**src/rtl/flo_wr_pkg.sv**
```systemverilog
package flo_wr_pkg;
  typedef enum logic [1:0] {
    ENC_MFM  = 2'd0,
    ENC_M2FM = 2'd1,
    ENC_FM   = 2'd2
  } enc_e;

  // the high select bit forces single density; the low bit picks the double-density variant
  function automatic enc_e decode_enc(input logic [1:0] sel);
    if (sel[1]) return ENC_FM;
    if (sel[0]) return ENC_M2FM;
    return ENC_MFM;
  endfunction
endpackage

```
**src/rtl/flo_cell_timer.sv**
```systemverilog
module flo_cell_timer #(
  parameter int HALF_BASE = 8,
  parameter int CW        = $clog2(HALF_BASE * 4)
) (
  input  logic          clk,
  input  logic          rst_n,
  input  logic          en,
  input  logic          is_fm,
  input  logic          rate_hi,
  output logic [CW-1:0] phase,
  output logic [CW:0]   half,
  output logic          slot_end,
  output logic          data_slot
);
  logic [1:0] sh_amt;

  always_comb begin
    sh_amt   = {1'b0, is_fm} + {1'b0, ~rate_hi};
    half     = (CW + 1)'(HALF_BASE) << sh_amt;
    slot_end = ({1'b0, phase} == half - 1'b1);
  end

  // data_slot starts at 1 so the first slot boundary opens a clock slot
  always_ff @(posedge clk or negedge rst_n) begin
    if (!rst_n) begin
      phase     <= '0;
      data_slot <= 1'b1;
    end else if (!en) begin
      phase     <= '0;
      data_slot <= 1'b1;
    end else if (slot_end) begin
      phase     <= '0;
      data_slot <= ~data_slot;
    end else begin
      phase <= phase + 1'b1;
    end
  end
endmodule

```
**src/rtl/flo_byte_feeder.sv**
```systemverilog
module flo_byte_feeder #(
  parameter int DW = 8
) (
  input  logic          clk,
  input  logic          rst_n,
  input  logic          en,
  input  logic          cell_start,
  input  logic [DW-1:0] in_data,
  input  logic          in_valid,
  output logic          in_ready,
  output logic          next_bit
);
  localparam int BW = (DW > 1) ? $clog2(DW) : 1;

  logic [BW-1:0] bidx;
  logic [DW-1:0] rest;
  logic [DW-1:0] pend;
  logic          pend_v;
  logic          last;
  logic [DW-1:0] src;

  always_comb begin
    last     = (bidx == BW'(DW - 1));
    src      = pend_v ? pend : '0;
    next_bit = last ? src[DW-1] : rest[DW-1];
    // the window closes one cycle early so a late accept never races the load
    in_ready = en && last && !pend_v && !cell_start;
  end

  always_ff @(posedge clk or negedge rst_n) begin
    if (!rst_n) begin
      bidx   <= BW'(DW - 1);
      rest   <= '0;
      pend   <= '0;
      pend_v <= 1'b0;
    end else if (!en) begin
      bidx   <= BW'(DW - 1);
      rest   <= '0;
      pend   <= '0;
      pend_v <= 1'b0;
    end else begin
      if (in_valid && in_ready) begin
        pend   <= in_data;
        pend_v <= 1'b1;
      end
      if (cell_start) begin
        if (last) begin
          rest   <= {src[DW-2:0], 1'b0};
          pend_v <= 1'b0;
          bidx   <= '0;
        end else begin
          rest <= {rest[DW-2:0], 1'b0};
          bidx <= bidx + 1'b1;
        end
      end
    end
  end
endmodule

```
**src/rtl/flo_slot_encoder.sv**
```systemverilog
module flo_slot_encoder
  import flo_wr_pkg::*;
#(
  parameter int WIN = 5
) (
  input  logic           clk,
  input  logic           rst_n,
  input  logic           en,
  input  enc_e           enc,
  input  logic           slot_end,
  input  logic           data_slot,
  input  logic           next_bit,
  output logic [WIN-1:0] win
);
  logic cur_d;
  logic prev_c;
  logic clk_bit;

  always_comb begin
    unique case (enc)
      ENC_FM:   clk_bit = 1'b1;
      ENC_M2FM: clk_bit = !cur_d && !next_bit && !prev_c;
      default:  clk_bit = !cur_d && !next_bit;
    endcase
  end

  // win[0] is the newest slot and win[WIN-1] the oldest
  always_ff @(posedge clk or negedge rst_n) begin
    if (!rst_n) begin
      win    <= '0;
      cur_d  <= 1'b0;
      prev_c <= 1'b0;
    end else if (!en) begin
      win    <= '0;
      cur_d  <= 1'b0;
      prev_c <= 1'b0;
    end else if (slot_end) begin
      if (data_slot) begin
        win    <= {win[WIN-2:0], clk_bit};
        prev_c <= clk_bit;
        cur_d  <= next_bit;
      end else begin
        win <= {win[WIN-2:0], cur_d};
      end
    end
  end
endmodule

```
**src/rtl/flo_precomp_out.sv**
```systemverilog
module flo_precomp_out #(
  parameter int CW = 5
) (
  input  logic          clk,
  input  logic          rst_n,
  input  logic          en,
  input  logic          is_dd,
  input  logic          pc_en,
  input  logic [CW:0]   half,
  input  logic [CW-1:0] phase,
  input  logic          prev_s,
  input  logic          cur_s,
  input  logic          next_s,
  output logic          wr_pulse
);
  logic [CW:0] quarter;
  logic [CW:0] off;
  logic        shift_ok;

  always_comb begin
    quarter  = half >> 2;
    shift_ok = is_dd && pc_en;
    if (shift_ok && prev_s && !next_s)      off = half - quarter;
    else if (shift_ok && !prev_s && next_s) off = quarter;
    else                                    off = half >> 1;
  end

  always_ff @(posedge clk or negedge rst_n) begin
    if (!rst_n)  wr_pulse <= 1'b0;
    else         wr_pulse <= en && cur_s && ({1'b0, phase} == off);
  end
endmodule

```
**src/rtl/flo_write_encoder.sv**
```systemverilog
module flo_write_encoder
  import flo_wr_pkg::*;
#(
  parameter int HALF_BASE = 8,
  parameter int DW        = 8
) (
  input  logic          clk,
  input  logic          rst_n,
  input  logic [DW-1:0] in_data,
  input  logic          in_valid,
  output logic          in_ready,
  input  logic [1:0]    enc_sel,
  input  logic          rate_hi,
  input  logic          precomp_en,
  input  logic          write_mode,
  input  logic          gate_en,
  output logic          wr_pulse
);
  localparam int CW  = $clog2(HALF_BASE * 4);
  localparam int WIN = 5;
  localparam int MID = WIN / 2;

  enc_e           enc;
  logic           en;
  logic           is_fm;
  logic [CW-1:0]  phase;
  logic [CW:0]    half;
  logic           slot_end;
  logic           data_slot;
  logic           next_bit;
  logic [WIN-1:0] win;

  always_comb begin
    enc   = decode_enc(enc_sel);
    en    = write_mode && gate_en;
    is_fm = (enc == ENC_FM);
  end

  flo_cell_timer #(.HALF_BASE(HALF_BASE), .CW(CW)) u_timer (
    .clk(clk), .rst_n(rst_n), .en(en), .is_fm(is_fm), .rate_hi(rate_hi),
    .phase(phase), .half(half), .slot_end(slot_end), .data_slot(data_slot)
  );

  flo_byte_feeder #(.DW(DW)) u_feed (
    .clk(clk), .rst_n(rst_n), .en(en), .cell_start(slot_end && data_slot),
    .in_data(in_data), .in_valid(in_valid), .in_ready(in_ready),
    .next_bit(next_bit)
  );

  flo_slot_encoder #(.WIN(WIN)) u_enc (
    .clk(clk), .rst_n(rst_n), .en(en), .enc(enc), .slot_end(slot_end),
    .data_slot(data_slot), .next_bit(next_bit), .win(win)
  );

  flo_precomp_out #(.CW(CW)) u_out (
    .clk(clk), .rst_n(rst_n), .en(en), .is_dd(!is_fm), .pc_en(precomp_en),
    .half(half), .phase(phase), .prev_s(win[WIN-1]), .cur_s(win[MID]),
    .next_s(win[0]), .wr_pulse(wr_pulse)
  );
endmodule

```
**config.mk**
```make
export PLATFORM = sky130hd
export DESIGN_NAME = flo_write_encoder
export DESIGN_NICKNAME = d
export VERILOG_FILES = /design/src/rtl/flo_wr_pkg.sv /design/src/rtl/flo_cell_timer.sv /design/src/rtl/flo_byte_feeder.sv /design/src/rtl/flo_slot_encoder.sv /design/src/rtl/flo_precomp_out.sv /design/src/rtl/flo_write_encoder.sv
export SDC_FILE = /design/constraint.sdc
export NUM_CORES = 1
export LEC_CHECK = 0
export CORE_ASPECT_RATIO = 1.5
export CORE_MARGIN = 1
export CORE_UTILIZATION = 30
export DETAILED_ROUTE_END_ITERATION = 6
export GPL_TIMING_DRIVEN = 1
export SLEW_MARGIN = 20
export SYNTH_ARGS = -nofsm -noshare
export SYNTH_HDL_FRONTEND = slang
export SYNTH_SLANG_ARGS = --single-unit
```
**constraint.sdc**
```tcl
create_clock -name clk -period 2 [get_ports clk]
set_input_delay 0.3 -clock clk [delete_from_list [all_inputs] [get_ports clk]]
set_output_delay 0.3 -clock clk [all_outputs]
set_load 0.03 [all_outputs]
```
-- After elaboration in Yosys (flattened, before gate mapping)
Index checks and enable logic that the tools add are counted.
W data, S select, Z words.
- register bits: 34
- output and inout port bits: 2
- input bits: 17
- equality and inequality tests: 9
- muxes and demuxes: 37
- bitwise operators: 2
- reduce and logical (&&, ||, !) cells: 24
- shift-type cells: 1
- add/sub/neg operators: 5
- operators with widths (kind ; number):
    $mux W8 ; 6
    $mux W5 ; 5
    $mux W1 ; 17
    $logic_and A1 B1 Y1 ; 15
    $eq A5 B6 Y1 ; 2
    $mux W3 ; 3
    $logic_not A1 Y1 ; 8
    $mux W2 ; 4
    $ne A2 B2 Y1 const B ; 4
    $mux W6 ; 1
    $shl A4 B2 Y6 const A ; 1
    $sub A6 B1 Y6 const B ; 1
    $sub A6 B4 Y6 ; 1
    $add A5 B1 Y5 const B ; 1
    $add A3 B1 Y3 const B ; 1
    $eq A3 B3 Y1 const B ; 1
    $add A1 B1 Y2 ; 1
    $eq A2 B1 Y1 const B ; 1
    $eq A2 B2 Y1 const B ; 1
    $not A1 Y1 ; 2
    $pmux W1 S2 ; 1
    $reduce_and A2 Y1 ; 1

-- Logic depth before layout (Yosys ltp)
- word-level depth: 17
- mapped depth: 8
- mapped depth without buffers: 6

-- Cells and area by module
Synthesis repeated with hierarchy kept, for this count alone.
- cell total of the unflattened synthesis: 216
- area total of the unflattened synthesis: 2183.3 um2
- by module, submodules not included (module ; area an instance (um2) ; seq. area each (um2) ; instances ; cells an instance):
    flo_byte_feeder ; 959.7 ; 479.2 ; 1 ; 83
    flo_cell_timer ; 417.9 ; 151.4 ; 1 ; 42
    flo_precomp_out ; 411.6 ; 25.0 ; 1 ; 50
    flo_slot_encoder ; 367.9 ; 175.2 ; 1 ; 36
    flo_write_encoder ; 26.3 ; 0.0 ; 1 ; 5

-- Least setup slack after synthesis
Ideal clock, no wire load.
- kind: input port to output port
- from: input enc_sel[1]
- to: output in_ready
- buffers on the path: 1
- arrival time: 2287 ps
- path slack: -587 ps
- cell stages on the path: 7
- path through: inv_1 ha_1 nand4bb_1 a21boi_2 nor3_1 buf_2 nor4_1
- cells in the longest elaborated chain, start to end: 10
- RTL lines (what ; line ; text):
    start: declaration ; flo_write_encoder.sv:12 ; input logic [1:0] enc_sel,
    $mux W1 ; flo_wr_pkg.sv:10 ; if (sel[1]) return ENC_FM;
    $mux W2 ; flo_wr_pkg.sv:11 ; if (sel[0]) return ENC_M2FM;
    $eq A2 B2 Y1 ; flo_write_encoder.sv:36 ; is_fm = (enc == ENC_FM);
    $add A1 B1 Y2 ; flo_cell_timer.sv:18 ; sh_amt = {1'b0, is_fm} + {1'b0, ~rate_hi};
    $shl A4 B2 Y6 ; flo_cell_timer.sv:19 ; half = (CW + 1)'(HALF_BASE) << sh_amt;
    $sub A6 B1 Y6 ; flo_cell_timer.sv:20 ; slot_end = ({1'b0, phase} == half - 1'b1);
    $eq A5 B6 Y1 ; flo_cell_timer.sv:20 ;
    $logic_and A1 B1 Y1 ; flo_write_encoder.sv:45 ; .clk(clk), .rst_n(rst_n), .en(en), .cell_start(slot_end && data_slot),
    $logic_not A1 Y1 ; flo_byte_feeder.sv:27 ; in_ready = en && last && !pend_v && !cell_start;
    $logic_and A1 B1 Y1 ; flo_byte_feeder.sv:27 ;
    end: declaration ; flo_write_encoder.sv:11 ; output logic in_ready,
No other way between the ends.

-- Worst setup path after layout
- from: register u_timer.phase[3]
- to: output in_ready
- cells in the longest elaborated chain, start to end: 4
- RTL lines (what ; line ; text):
    start: declaration ; flo_cell_timer.sv:10 ; output logic [CW-1:0] phase,
    start signal: assignment ; flo_cell_timer.sv:35 ; phase <= phase + 1'b1;
    $eq A5 B6 Y1 ; flo_cell_timer.sv:20 ;
    $logic_and A1 B1 Y1 ; flo_write_encoder.sv:45 ;
    $logic_not A1 Y1 ; flo_byte_feeder.sv:27 ;
    $logic_and A1 B1 Y1 ; flo_byte_feeder.sv:27 ;
No other way between the ends.

==> impl_results.md <==
- Status: completed
- Mapped Area: 1830 um2
- N_diodes: 0
- TritonCTS buffer count: 5
- Total die area: 6430 um2
- Worst-Margin Slew: between 0.4 and 0.5 ns
- Cells after DPL: 286
- Largest net degree at the start of global routing: 34
- Clock slew at reported path FFs: 0.07 ns
- Worst endpoint required time: around 1.7 ns
- Share of Yosys cell area claimed by the top area cell type: 39.6%
- Setup Skew: 0.00890 ns
- H-Tree Depth: 2
- Vias in the first global route: 1536
- Critical Setup Path Class: reg -> out
- DRC Markers: 0
- Rows: 34
- Leakage power: 0.987 nW
- Worst path max stage delay: about 0.47 ns
- Post-synth top area cell: dfrtp_1
- CP bufs+invs: 1
- Sequential element share of the synthesized area: a little under half
- RePlAce Congestion: 0.818
- CTS tree: done
- Most frequent cells in the layout: dfrtp_1 (27), buf_4 (23), clkdlybuf4s50_1 (15)
- Most common cell after layout, fill and taps aside: dfrtp_1
- Post-route ant nets: 0
- Final non-filler cell total: 296
- Port-buffer cells: 18
- Worst vdd rail ir drop: 0.376 mV
- Hpwl dp: 3150 um
- Root buffer cell: clkbuf_8
- CP Capture Type: output pin
- Worst EP arrival: 1.61 ns
- Top post-synthesis cells by area: dfrtp_1 (40%), dfstp_2 (5.7%), mux2i_1 (4.4%)
- Netlist cell types: 50
- Total number of yosys warnings: 0
- Mean number of vias per cell: roughly 5.3
- Final period util: 95.5%
- Gr usage total: 15.5%
- Cell area power density: 552 nW/um2
- Final hold vios: 0
- Initial Util: 31.4%
- Routed Wire Length: 4570 um
- Top achievable clock speed: 523 MHz
- Area growth syn-to-layout: 31.9%
- Synthesized flop and latch total: 33
- Congestion Overflow GR: 0
- Max_slew headroom: 70.9%
- DIE WIDTH: 65.8 um
- Setup TNS: 0 ns
- RSZ-0062 raised after global routing: false
- Hold Path Class: in -> async
- Largest buffer count on any clock path: 2
- Cell Area, Placed: 2270 um2
- Total vias in the final route: between 1500 and 2000
- # setup viols final: 0
- WL per Instance: 15.4 um
- Global-route wire length before repair: 7530 um
- Core area: about 5800 um2
- Layout cell share with drive strength beyond 1: about a quarter
- Async SR Flop Fraction: 100%
- Antenna violations before repair: 0
- Ports: 19
- Slew Limit Fails: 0
- Fin area: 2420 um2
- Slowest-stage cell, CP: dfrtp_2
- CTS Sinks: 33
- Top FF cell, synth: dfrtp_1
- Top delay family on crit path: simple AND/OR/NAND/NOR gates
- Crit path time final: ~1.9 ns
- Max Cap Viol: 0
- Clk_lat worst skew: 0.29 ns
- Syn_area_per_cell: approximately 10 um2
- CP max FO: 6
- Post-synth EDFFs: 0
- Cells after Synth: 186
- CP Cell Sequence: xor2_2, nand3_2, nor3_4, nor4_4, buf_6
- DR pass1 iterations: 4
- Syn_nets: between 200 and 250
- Die height: about 98 um
- Startpoint Class: flop
- Final net count: 245
- Hold_buf cts: 0
- Starting DRT DRC Count: 64
## Yosys cell counts, types with 3 or more instances
library cell	number
dfstp_2	4
nor3_1	5
xor2_1	3
a31oi_1	11
nor2_1	4
and2_1	4
inv_1	13
clkbuf_1	8
nand2_1	13
mux2i_1	8
ha_1	5
dfrtp_1	29
xnor2_1	3
a211oi_1	7
o21ai_0	8
a22oi_1	5
nand3_1	9
a21oi_1	10
## where the power goes
part	switching (mW)	internal, mW
combinational	0.0794	0.0807
clock	0.247	0.241
sequential	0.00800	0.676
## sequential cells by signal (all words and copies together), names as in the netlist
signal	flops
u_enc.cur_d	1
u_enc.prev_c	1
u_enc.win	5
u_feed.bidx	3
u_feed.pend	8
u_feed.pend_v	1
u_feed.rest	7
u_out.wr_pulse	1
u_timer.data_slot	1
u_timer.phase	5
## per-layer routing
metal	global-route usage [%]	part of all wire [%]
met5	0	0
met4	5.52	0.92
met3	2.82	2.5
met2	26.9	54
met1	18.5	43
## layout make-up
| type | count | area (um2) |
|---|---|---|
| sequential | 33 | 833 |
| tap | 72 | 90.1 |
| inverter | 13 | 51.3 |
| clock inverter | 2 | 10.0 |
| multi-input combinational | 128 | 995 |
| timing repair buffer | 42 | 364 |
| clock buffer | 6 | 72.6 |
| fill | 565 | 3410 |
## through the flow
stage	setup slack, ns	util (%)	power (mW)	hold slack, ns
2_1_floorplan	0.00769	-	0.764	0.00441
3_3_place_gp	-0.353	39.0	0.854	0.491
3_5_place_dp	-0.373	39.0	0.855	0.490
4_1_cts	0.0194	41.2	1.35	0.428
5_1_grt	0.00411	41.5	1.39	0.471
6_report	0.0892	41.5	1.33	0.415
## worst paths after layout
path	startpoint	endpoint	slack, ns	cells after the start
max	u_timer.phase[3]	in_ready	0.09	5
min	rst_n	u_feed.pend[5]	0.41	2
max reg2reg	u_feed.bidx[0]	u_feed.pend[0]	0.27	6
min reg2reg	u_timer.phase[0]	u_timer.phase[0]	0.50	1
max in group asynchronous	rst_n	u_feed.bidx[2]	1.23	2
min in group clk	u_timer.phase[0]	u_timer.phase[0]	0.50	1
## worst register-to-register path, stage by stage (launching register included)
cell and delay (ns):
dfstp_2 0.58, ha_4 0.15, ha_4 0.14, nand3_1 0.11
a311oi_4 0.32, buf_12 0.18, mux2i_1 0.18
## timing repair
| action | 4_1_cts | 5_1_grt |
|---|---|---|
| setup buffers | 1 | 1 |
| pin swaps | 2 | 2 |
| gates resized for setup | 8 | 8 |
| endpoints found under the hold margin | 0 | 0 |
| endpoints found under the setup margin | 3 | 1 |
## kinds of logic after synthesis
group                      after synthesis  share of synthesized area (%)
AOI/OAI and AO/OA                       58                           23.0
xor gates and xnor gates                 6                           2.87
buffers and inverters                   25                           5.67
DFF                                     33                           45.4
and+or+nand+nor                         51                           15.3
adders and majority gates                5                           3.42
muxes                                    8                           4.37
No activity file was read; power rests on OpenSTA's default activity.
